==> src/rtl/odt_snoop_pkg.sv <==
package odt_snoop_pkg;
  localparam logic [1:0] DQ_ODT_OFF    = 2'b00;
  localparam logic [1:0] DQ_ODT_SINGLE = 2'b01;
  localparam logic [1:0] DQ_ODT_DUAL   = 2'b10;

  typedef struct packed {
    logic winStart;   // open or extend the termination-off window
    logic latchRank;  // capture the rank configuration this edge
  } odtStrobe_t;
endpackage

==> src/rtl/odt_snoop_ctrl.sv <==
module odt_snoop_ctrl
  import odt_snoop_pkg::*;
#(
  parameter int MAX_CL = 12,
  parameter int CL_W   = $clog2(MAX_CL + 1)
) (
  input  logic            clk,
  input  logic            rstN,
  input  logic            csN,
  input  logic            rasN,
  input  logic            casN,
  input  logic            weN,
  input  logic [CL_W-1:0] casLat,
  input  logic [1:0]      dqTermMode,
  output odtStrobe_t      strobe
);
  localparam int DEPTH = MAX_CL - 1;

  logic [DEPTH-1:0] readPipe;
  logic             rankDone;
  logic             cmdMatch;
  logic             readThisRank;
  logic             readOtherRank;
  logic             snoopHit;
  logic             tapHit;

  // a read to this rank and a read to the other rank count alike
  assign cmdMatch      = rasN && !casN && weN;
  assign readThisRank  = !csN && cmdMatch;
  assign readOtherRank = csN && cmdMatch;
  assign snoopHit      = (readThisRank || readOtherRank) && (dqTermMode == DQ_ODT_DUAL);

  always_ff @(posedge clk or negedge rstN) begin
    if (!rstN) begin
      readPipe <= '0;
      rankDone <= 1'b0;
    end else begin
      readPipe <= {readPipe[DEPTH-2:0], snoopHit};
      rankDone <= 1'b1;
    end
  end

  // stage i holds a read sampled i+1 edges ago; open the window casLat-1 edges after it
  always_comb begin
    tapHit = 1'b0;
    for (int i = 0; i < DEPTH; i++) begin
      if (int'(casLat) == i + 2) tapHit = readPipe[i];
    end
  end

  assign strobe.winStart  = tapHit;
  assign strobe.latchRank = !rankDone;
endmodule

==> src/rtl/odt_snoop_data.sv <==
module odt_snoop_data
  import odt_snoop_pkg::*;
#(
  parameter int BL_SHORT = 4,
  parameter int BL_LONG  = 8,
  parameter int CNT_W    = $clog2(BL_LONG / 2 + 3)
) (
  input  logic       clk,
  input  logic       rstN,
  input  logic       cke,
  input  logic       burstLen8,
  input  logic [1:0] dqTermMode,
  input  odtStrobe_t strobe,
  output logic       dqTermEn,
  output logic       cmdTermEn,
  output logic       addrTermHalf,
  output logic       dualRank,
  output logic [1:0] dqTermSel
);
  localparam logic [CNT_W-1:0] WIN_SHORT = CNT_W'(BL_SHORT / 2 + 2);
  localparam logic [CNT_W-1:0] WIN_LONG  = CNT_W'(BL_LONG / 2 + 2);

  logic [CNT_W-1:0] offCnt;
  logic [CNT_W-1:0] winLen;
  logic             rankQ;

  assign winLen = burstLen8 ? WIN_LONG : WIN_SHORT;

  // a new window reloads the full length, which always ends at or after the running one
  always_ff @(posedge clk or negedge rstN) begin
    if (!rstN) begin
      offCnt <= '0;
    end else if (strobe.winStart) begin
      offCnt <= winLen;
    end else if (offCnt != '0) begin
      offCnt <= offCnt - 1'b1;
    end
  end

  always_ff @(posedge clk or negedge rstN) begin
    if (!rstN) begin
      rankQ <= 1'b0;
    end else if (strobe.latchRank) begin
      rankQ <= cke;
    end
  end

  always_comb begin
    if (dqTermMode == DQ_ODT_DUAL) dqTermEn = (offCnt == '0);
    else                           dqTermEn = (dqTermMode != DQ_ODT_OFF);
  end

  assign cmdTermEn    = 1'b1;
  assign dualRank     = rankQ;
  assign addrTermHalf = !rankQ;
  assign dqTermSel    = dqTermMode;
endmodule

==> src/rtl/odt_snoop_top.sv <==
module odt_snoop_top
  import odt_snoop_pkg::*;
#(
  parameter int MAX_CL   = 12,
  parameter int BL_SHORT = 4,
  parameter int BL_LONG  = 8,
  parameter int CL_W     = $clog2(MAX_CL + 1)
) (
  input  logic            clk,
  input  logic            rstN,
  input  logic            cke,
  input  logic            csN,
  input  logic            rasN,
  input  logic            casN,
  input  logic            weN,
  input  logic [CL_W-1:0] casLat,
  input  logic            burstLen8,
  input  logic [1:0]      dqTermMode,
  output logic            dqTermEn,
  output logic            cmdTermEn,
  output logic            addrTermHalf,
  output logic            dualRank,
  output logic [1:0]      dqTermSel
);
  odtStrobe_t strobe;

  odt_snoop_ctrl #(.MAX_CL(MAX_CL), .CL_W(CL_W)) ctrl_i (
    .clk(clk), .rstN(rstN), .csN(csN), .rasN(rasN), .casN(casN), .weN(weN),
    .casLat(casLat), .dqTermMode(dqTermMode), .strobe(strobe)
  );

  odt_snoop_data #(.BL_SHORT(BL_SHORT), .BL_LONG(BL_LONG)) data_i (
    .clk(clk), .rstN(rstN), .cke(cke), .burstLen8(burstLen8),
    .dqTermMode(dqTermMode), .strobe(strobe), .dqTermEn(dqTermEn),
    .cmdTermEn(cmdTermEn), .addrTermHalf(addrTermHalf), .dualRank(dualRank),
    .dqTermSel(dqTermSel)
  );
endmodule

==> config.mk <==
export PLATFORM = sky130hd
export DESIGN_NAME = odt_snoop_top
export DESIGN_NICKNAME = d
export VERILOG_FILES = /design/src/rtl/odt_snoop_pkg.sv /design/src/rtl/odt_snoop_ctrl.sv /design/src/rtl/odt_snoop_data.sv /design/src/rtl/odt_snoop_top.sv
export SDC_FILE = /design/constraint.sdc
export NUM_CORES = 1
export LEC_CHECK = 0
export BUFFER_PORTS_ARGS = -buffer_cell sky130_fd_sc_hd__buf_2
export CAP_MARGIN = 20
export CORE_MARGIN = 5
export CORE_UTILIZATION = 40
export CTS_CLUSTER_SIZE = 20
export DETAILED_ROUTE_END_ITERATION = 7
export PLACE_DENSITY_LB_ADDON = 0.12
export REMOVE_ABC_BUFFERS = 1
export SLEW_MARGIN = 40
export SYNTH_ARGS = -nofsm -noshare
export SYNTH_HDL_FRONTEND = slang
export SYNTH_SLANG_ARGS = --single-unit
==> constraint.sdc <==
create_clock -name clk -period 2.85 [get_ports clk]
set_input_delay 0.4275 -clock clk [delete_from_list [all_inputs] [get_ports clk]]
set_output_delay 0.4275 -clock clk [all_outputs]
set_load 0.02 [all_outputs]
== Word-level counts from Yosys, hierarchy flattened ==
Index checks and enable logic that the tools add are counted.
W data, S select, Z words.

* Reductions and logical operators: 13
* Eq/ne operators: 12
* $add $sub $neg: 1
* Mux-type cells: 15

{| class="wikitable"
|+ Operators by type and width
! operator !! count
|-
| $eq A4 B4 Y1 const B || 8
|-
| $eq A4 B3 Y1 const B || 3
|-
| $mux W1 || 12
|-
| $mux W3 || 2
|-
| $logic_and A1 B1 Y1 || 5
|-
| $reduce_bool A2 Y1 || 2
|-
| $logic_not A1 Y1 || 3
|-
| $logic_not A3 Y1 || 1
|-
| $reduce_bool A3 Y1 || 1
|-
| $sub A3 B1 Y3 const B || 1
|-
| $eq A2 B2 Y1 const B || 1
|-
| $mux W2 || 1
|-
| $logic_or A1 B1 Y1 || 1
|}

* Input port bits: 14
* Flip-flop bits (word level): 16
* Output and inout bits: 6

== Longest topological paths before layout ==
* Depth after elaboration: 13
* Gate-level depth with buffers: 6
* Gate-level depth less buffers: 6

== Cells and area by module ==
Synthesis repeated with hierarchy kept, for this count alone.

* Cells, all modules: 55
* Area total of the unflattened synthesis: 685.7 µm²

{| class="wikitable"
|+ By module, submodules not included
! module !! cells an instance !! times used !! sequential area each (µm²) !! area each (µm²)
|-
| odt_snoop_ctrl || 30 || 1 || 300.3 || 441.7
|-
| odt_snoop_data || 25 || 1 || 100.1 || 244.0
|}

== Least setup slack after synthesis ==
Ideal clock, no wire load.

* Kind: input -> register
* Start point: input port casLat[0]
* End point: register data_i.offCnt[1]
* Cell stages on the path: 4
* Path slack: 1313 ps
* Path buffers: 0
* Data arrival time: 1412 ps
* Data required time: 2725 ps
* Cell sequence: mux4_2 > a22oi_2 > o21ai_2 > mux2_4

* Word-level cells in the longest chain between the ends: 13

{| class="wikitable"
|+ RTL lines
! what !! line !! text
|-
| from (decl) || odt_snoop_top.sv:16 || <nowiki>input logic [CL_W-1:0] casLat,</nowiki>
|-
| $eq A4 B3 Y1 || odt_snoop_ctrl.sv:47 || <nowiki>if (int'(casLat) == i + 2) tapHit = readPipe[i];</nowiki>
|-
| $mux W1 (10 in series) || odt_snoop_ctrl.sv:47 ||
|-
| $mux W1 (*) || odt_snoop_ctrl.sv:47 ||
|-
| $mux W3 or $reduce_bool A2 Y1 (tied branches) || -- ||
|-
| to (signal assigned) || odt_snoop_data.sv:34 || <nowiki>offCnt <= winLen;</nowiki>
|-
| to (signal assigned) || odt_snoop_data.sv:36 || <nowiki>offCnt <= offCnt - 1'b1;</nowiki>
|-
| to (decl) || odt_snoop_data.sv:23 || <nowiki>logic [CNT_W-1:0] offCnt;</nowiki>
|}

Mark *: on every way between the ends. The rest lies on a longest branch, timed or not.
A chain may end at the register's enable or synchronous reset.

== Final worst setup path ==
* Start point: register data_i.offCnt[0]
* End point: output port dqTermEn

* Word-level cells in the longest chain between the ends: 2

{| class="wikitable"
|+ RTL lines
! what !! line !! text
|-
| $logic_not A3 Y1 || odt_snoop_data.sv:49 || <nowiki>if (dqTermMode == DQ_ODT_DUAL) dqTermEn = (offCnt == '0);</nowiki>
|-
| $mux W1 || odt_snoop_data.sv:49 ||
|-
| to (decl) || odt_snoop_top.sv:19 || <nowiki>output logic dqTermEn,</nowiki>
|}

Every way passes these cells.

==> metrics.cfg <==
[sta]
max_freq_mhz = 513
timing.final.crit_share_pct = 68.4
rsz0062_at_grt = no
hold_viol_final = 0
period_needed_ns = 1.95
setup_tns_ns = 0
slew_viol_final = 0
finalSetupViolCount = 0
clock_skew_ns = 0.00122

[cts]
postCtsSetupBuffers = 0
postCtsHoldBufs = 0
root_buffer = clkbuf_4
clkTransAtPathRegs_ns = 0.09
cts_sinks = 16
clock_latency_ns = 0.28
cts_tree = yes
cts.htree.levels = 1
cts_resized = 0
cts_made_buffers = 3
max-clock-path-buffers = 2

[placement]
dp_hpwl_um = 775
port_buffers = 17
place_inst = 82
place_congestion = 0.686

[critical_path]
crit_fanout = 4
cp.arrival_ns = 1.52
r2r_slack_ns = 1.32
worst_setup_path_start_kind = flop
cp-end-kind = primary output
cp.required_ns = 2.42
r2r.worst_path.cells = 4
timing.rr.end = data_i.offCnt[1]$_DFFE_PN0P_
r2r-start = ctrl_i.readPipe[4]$_DFF_PN0_
timing_worst_setup_path_type = flop to primary output

[routing]
antenna_left = 0
drc_errors = 0
dr.pass1.iters = 3
wl_um = 989
drt_iter0_drc = 7
wire_per_inst_um = 11.5
via_count = 417
vias_per_cell = 4.85

[grt]
grt_pass1_wl_mm = 1.88
grt_max_degree = 17
gr-total-overflow = 0
track_usage_pct = 9.68
grt_pass1_vias = 445
grt_antenna_before_repair = 0

[layout]
diodes = 0
drive_gt1_share_pct = 40.0
areaGrowthSynthToFinish_pct = 18.5
nets = 87
final_cells = 86

[floorplan]
die_area_sq_um = 2580
die_h_um = 50.8
core_sq_um = 1540
io_pins = 20
rows = 14
initial_utilization_pct = 43.1
chipWidth_um = 50.8

[power_and_ir_drop]
p_leak_nw = 0.407
power_density_nw_per_um2 = 727
max-vdd-ir-drop_v = 0.000378

[logic_synthesis]
synth-seq-cells = 16
ys_seq_area_share_pct = 60.3
syn_area_per_cell_sq_um = 13.0
yosys.cell_types.count = 26
synth_area_sq_um = 664
yosysWarnings = 0
syn_inst = 51

[run]
maxCapViolations = 0

[min_path]
hp-class = primary input to asynchronous set/reset pin

[status]
status = completed

==> worst max path at each step <==
| stage | cells past startpoint | endpoint | slack [ns] | startpoint |
|---|---|---|---|---|
| floorplan | 4 | data_i.offCnt[1]$_DFFE_PN0P_ | 1.31 | casLat[0] |
| global placement | 5 | data_i.offCnt[1]$_DFFE_PN0P_ | 1.06 | casLat[0] |
| detailed placement | 5 | data_i.offCnt[1]$_DFFE_PN0P_ | 1.07 | casLat[0] |
| CTS | 5 | dqTermEn | 0.86 | data_i.offCnt[0]$_DFFE_PN0P_ |
| global route | 5 | dqTermEn | 0.73 | data_i.offCnt[0]$_DFFE_PN0P_ |
| finish | 5 | dqTermEn | 0.90 | data_i.offCnt[0]$_DFFE_PN0P_ |
==> routing by layer <==
metal / vias to the layer above / GRT usage [%] / routed length, um
met5: - / 0 / 0
met4: 0 / 2.55 / 0
met3: 0 / 5.62 / 108
met2: 17 / 14.0 / 419
met1: 193 / 12.3 / 461
li1: 207 / - / -
==> power by group <==
group          switching, mW  total [mW]  internal (mW)
sequential            0.0120       0.267          0.255
clock                 0.0693       0.147         0.0778
combinational         0.0759       0.158         0.0819
==> placed cells by master, fill, tap and decap left out <==
master / netlist / routed
dfrtp_1: 16 / 16
o22ai_1: 1 / 1
a22oi_2: 1 / 1
o21ai_0: 2 / 2
nor2b_1: 2 / 2
clkbuf_4: 0 / 3
conb_1: 1 / 2
a21oi_1: 1 / 1
mux2_4: 1 / 1
ha_1: 2 / 2
xnor2_1: 1 / 1
nand2b_1: 1 / 1
nor2_1: 4 / 4
inv_1: 3 / 3
o21ai_2: 1 / 1
buf_2: 0 / 17
nand2_1: 1 / 1
a211o_2: 1 / 1
nand4_1: 1 / 1
mux2i_1: 1 / 1
mux2_2: 1 / 1
a211oi_1: 1 / 1
nor3_1: 1 / 1
a21o_1: 1 / 1
nand4b_1: 1 / 1
mux4_2: 1 / 1
clkbuf_8: 0 / 1
nor2b_2: 1 / 1
==> stage by stage <==
step / area [sq um] / setup slack (ns) / total power, mW / hold WS, ns / util (%)
finish: 787 / 0.900 / 0.572 / 0.0294 / 51.1
global route: 787 / 0.732 / 0.624 / 0.0392 / 51.1
CTS: 787 / 0.863 / 0.587 / 0.0280 / 51.1
detailed placement: 751 / 1.07 / 0.431 / 0.354 / 48.7
global placement: 751 / 1.06 / 0.429 / 0.351 / 48.7
floorplan: 646 / 1.31 / 0.390 / 0.132 / -
==> worst max-delay path, stage by stage (launching register included) <==
cell     delay, ns
dfrtp_1       0.37
inv_1         0.10
ha_1          0.17
nor2b_1       0.29
a21o_1        0.16
buf_2         0.15
==> registers in the layout, indices dropped and copies added, names as in the netlist <==
signal	cells
data_i.dualRank	1
data_i.offCnt	3
ctrl_i.readPipe	11
ctrl_i.rankDone	1
==> cell families after synthesis <==
family / count (synthesis) / synth area share [%]
buffers and inverters: 6 / 5.08
multiplexers: 4 / 8.85
AO/OA/AOI/OAI: 9 / 10.2
other: 1 / 0.564
XOR/XNOR: 1 / 1.32
adder cells (fa/ha/maj): 2 / 3.77
AND/OR/NAND/NOR: 12 / 9.98
flip-flops: 16 / 60.3
==> cell type report <==
type,count,area [sq um]
Fill cell,147,754
Sequential cell,16,400
Multi-Input combinational cell,30,234
Timing Repair Buffer,17,85.1
Clock buffer,4,36.3
Tap cell,16,20.0
Inverter,3,11.3
==> Yosys cell counts, drive strengths merged <==
| cell | n | share of area [%] |
|---|---|---|
| ha | 2 | 3.8 |
| nor2b | 3 | 3.2 |
| nor2 | 4 | 2.3 |
| dfrtp | 16 | 60 |
| mux4 | 1 | 3.4 |
| a22oi | 1 | 1.9 |
| xnor2 | 1 | 1.3 |
| buf | 3 | 3.4 |
| a21oi | 1 | 0.75 |
| a211o | 1 | 1.5 |
| inv | 3 | 1.7 |
| mux2i | 1 | 1.5 |
| a211oi | 1 | 1.1 |
| nand2b | 1 | 0.94 |
| o21ai | 3 | 2.8 |
| nor3 | 1 | 0.75 |
| conb | 1 | 0.56 |
| nand4b | 1 | 1.3 |
| a21o | 1 | 1.1 |
| o22ai | 1 | 0.94 |
| nand2 | 1 | 0.56 |
| nand4 | 1 | 0.94 |
| mux2 | 2 | 4.0 |
Note: power is estimated with default switching activity, not from simulation.
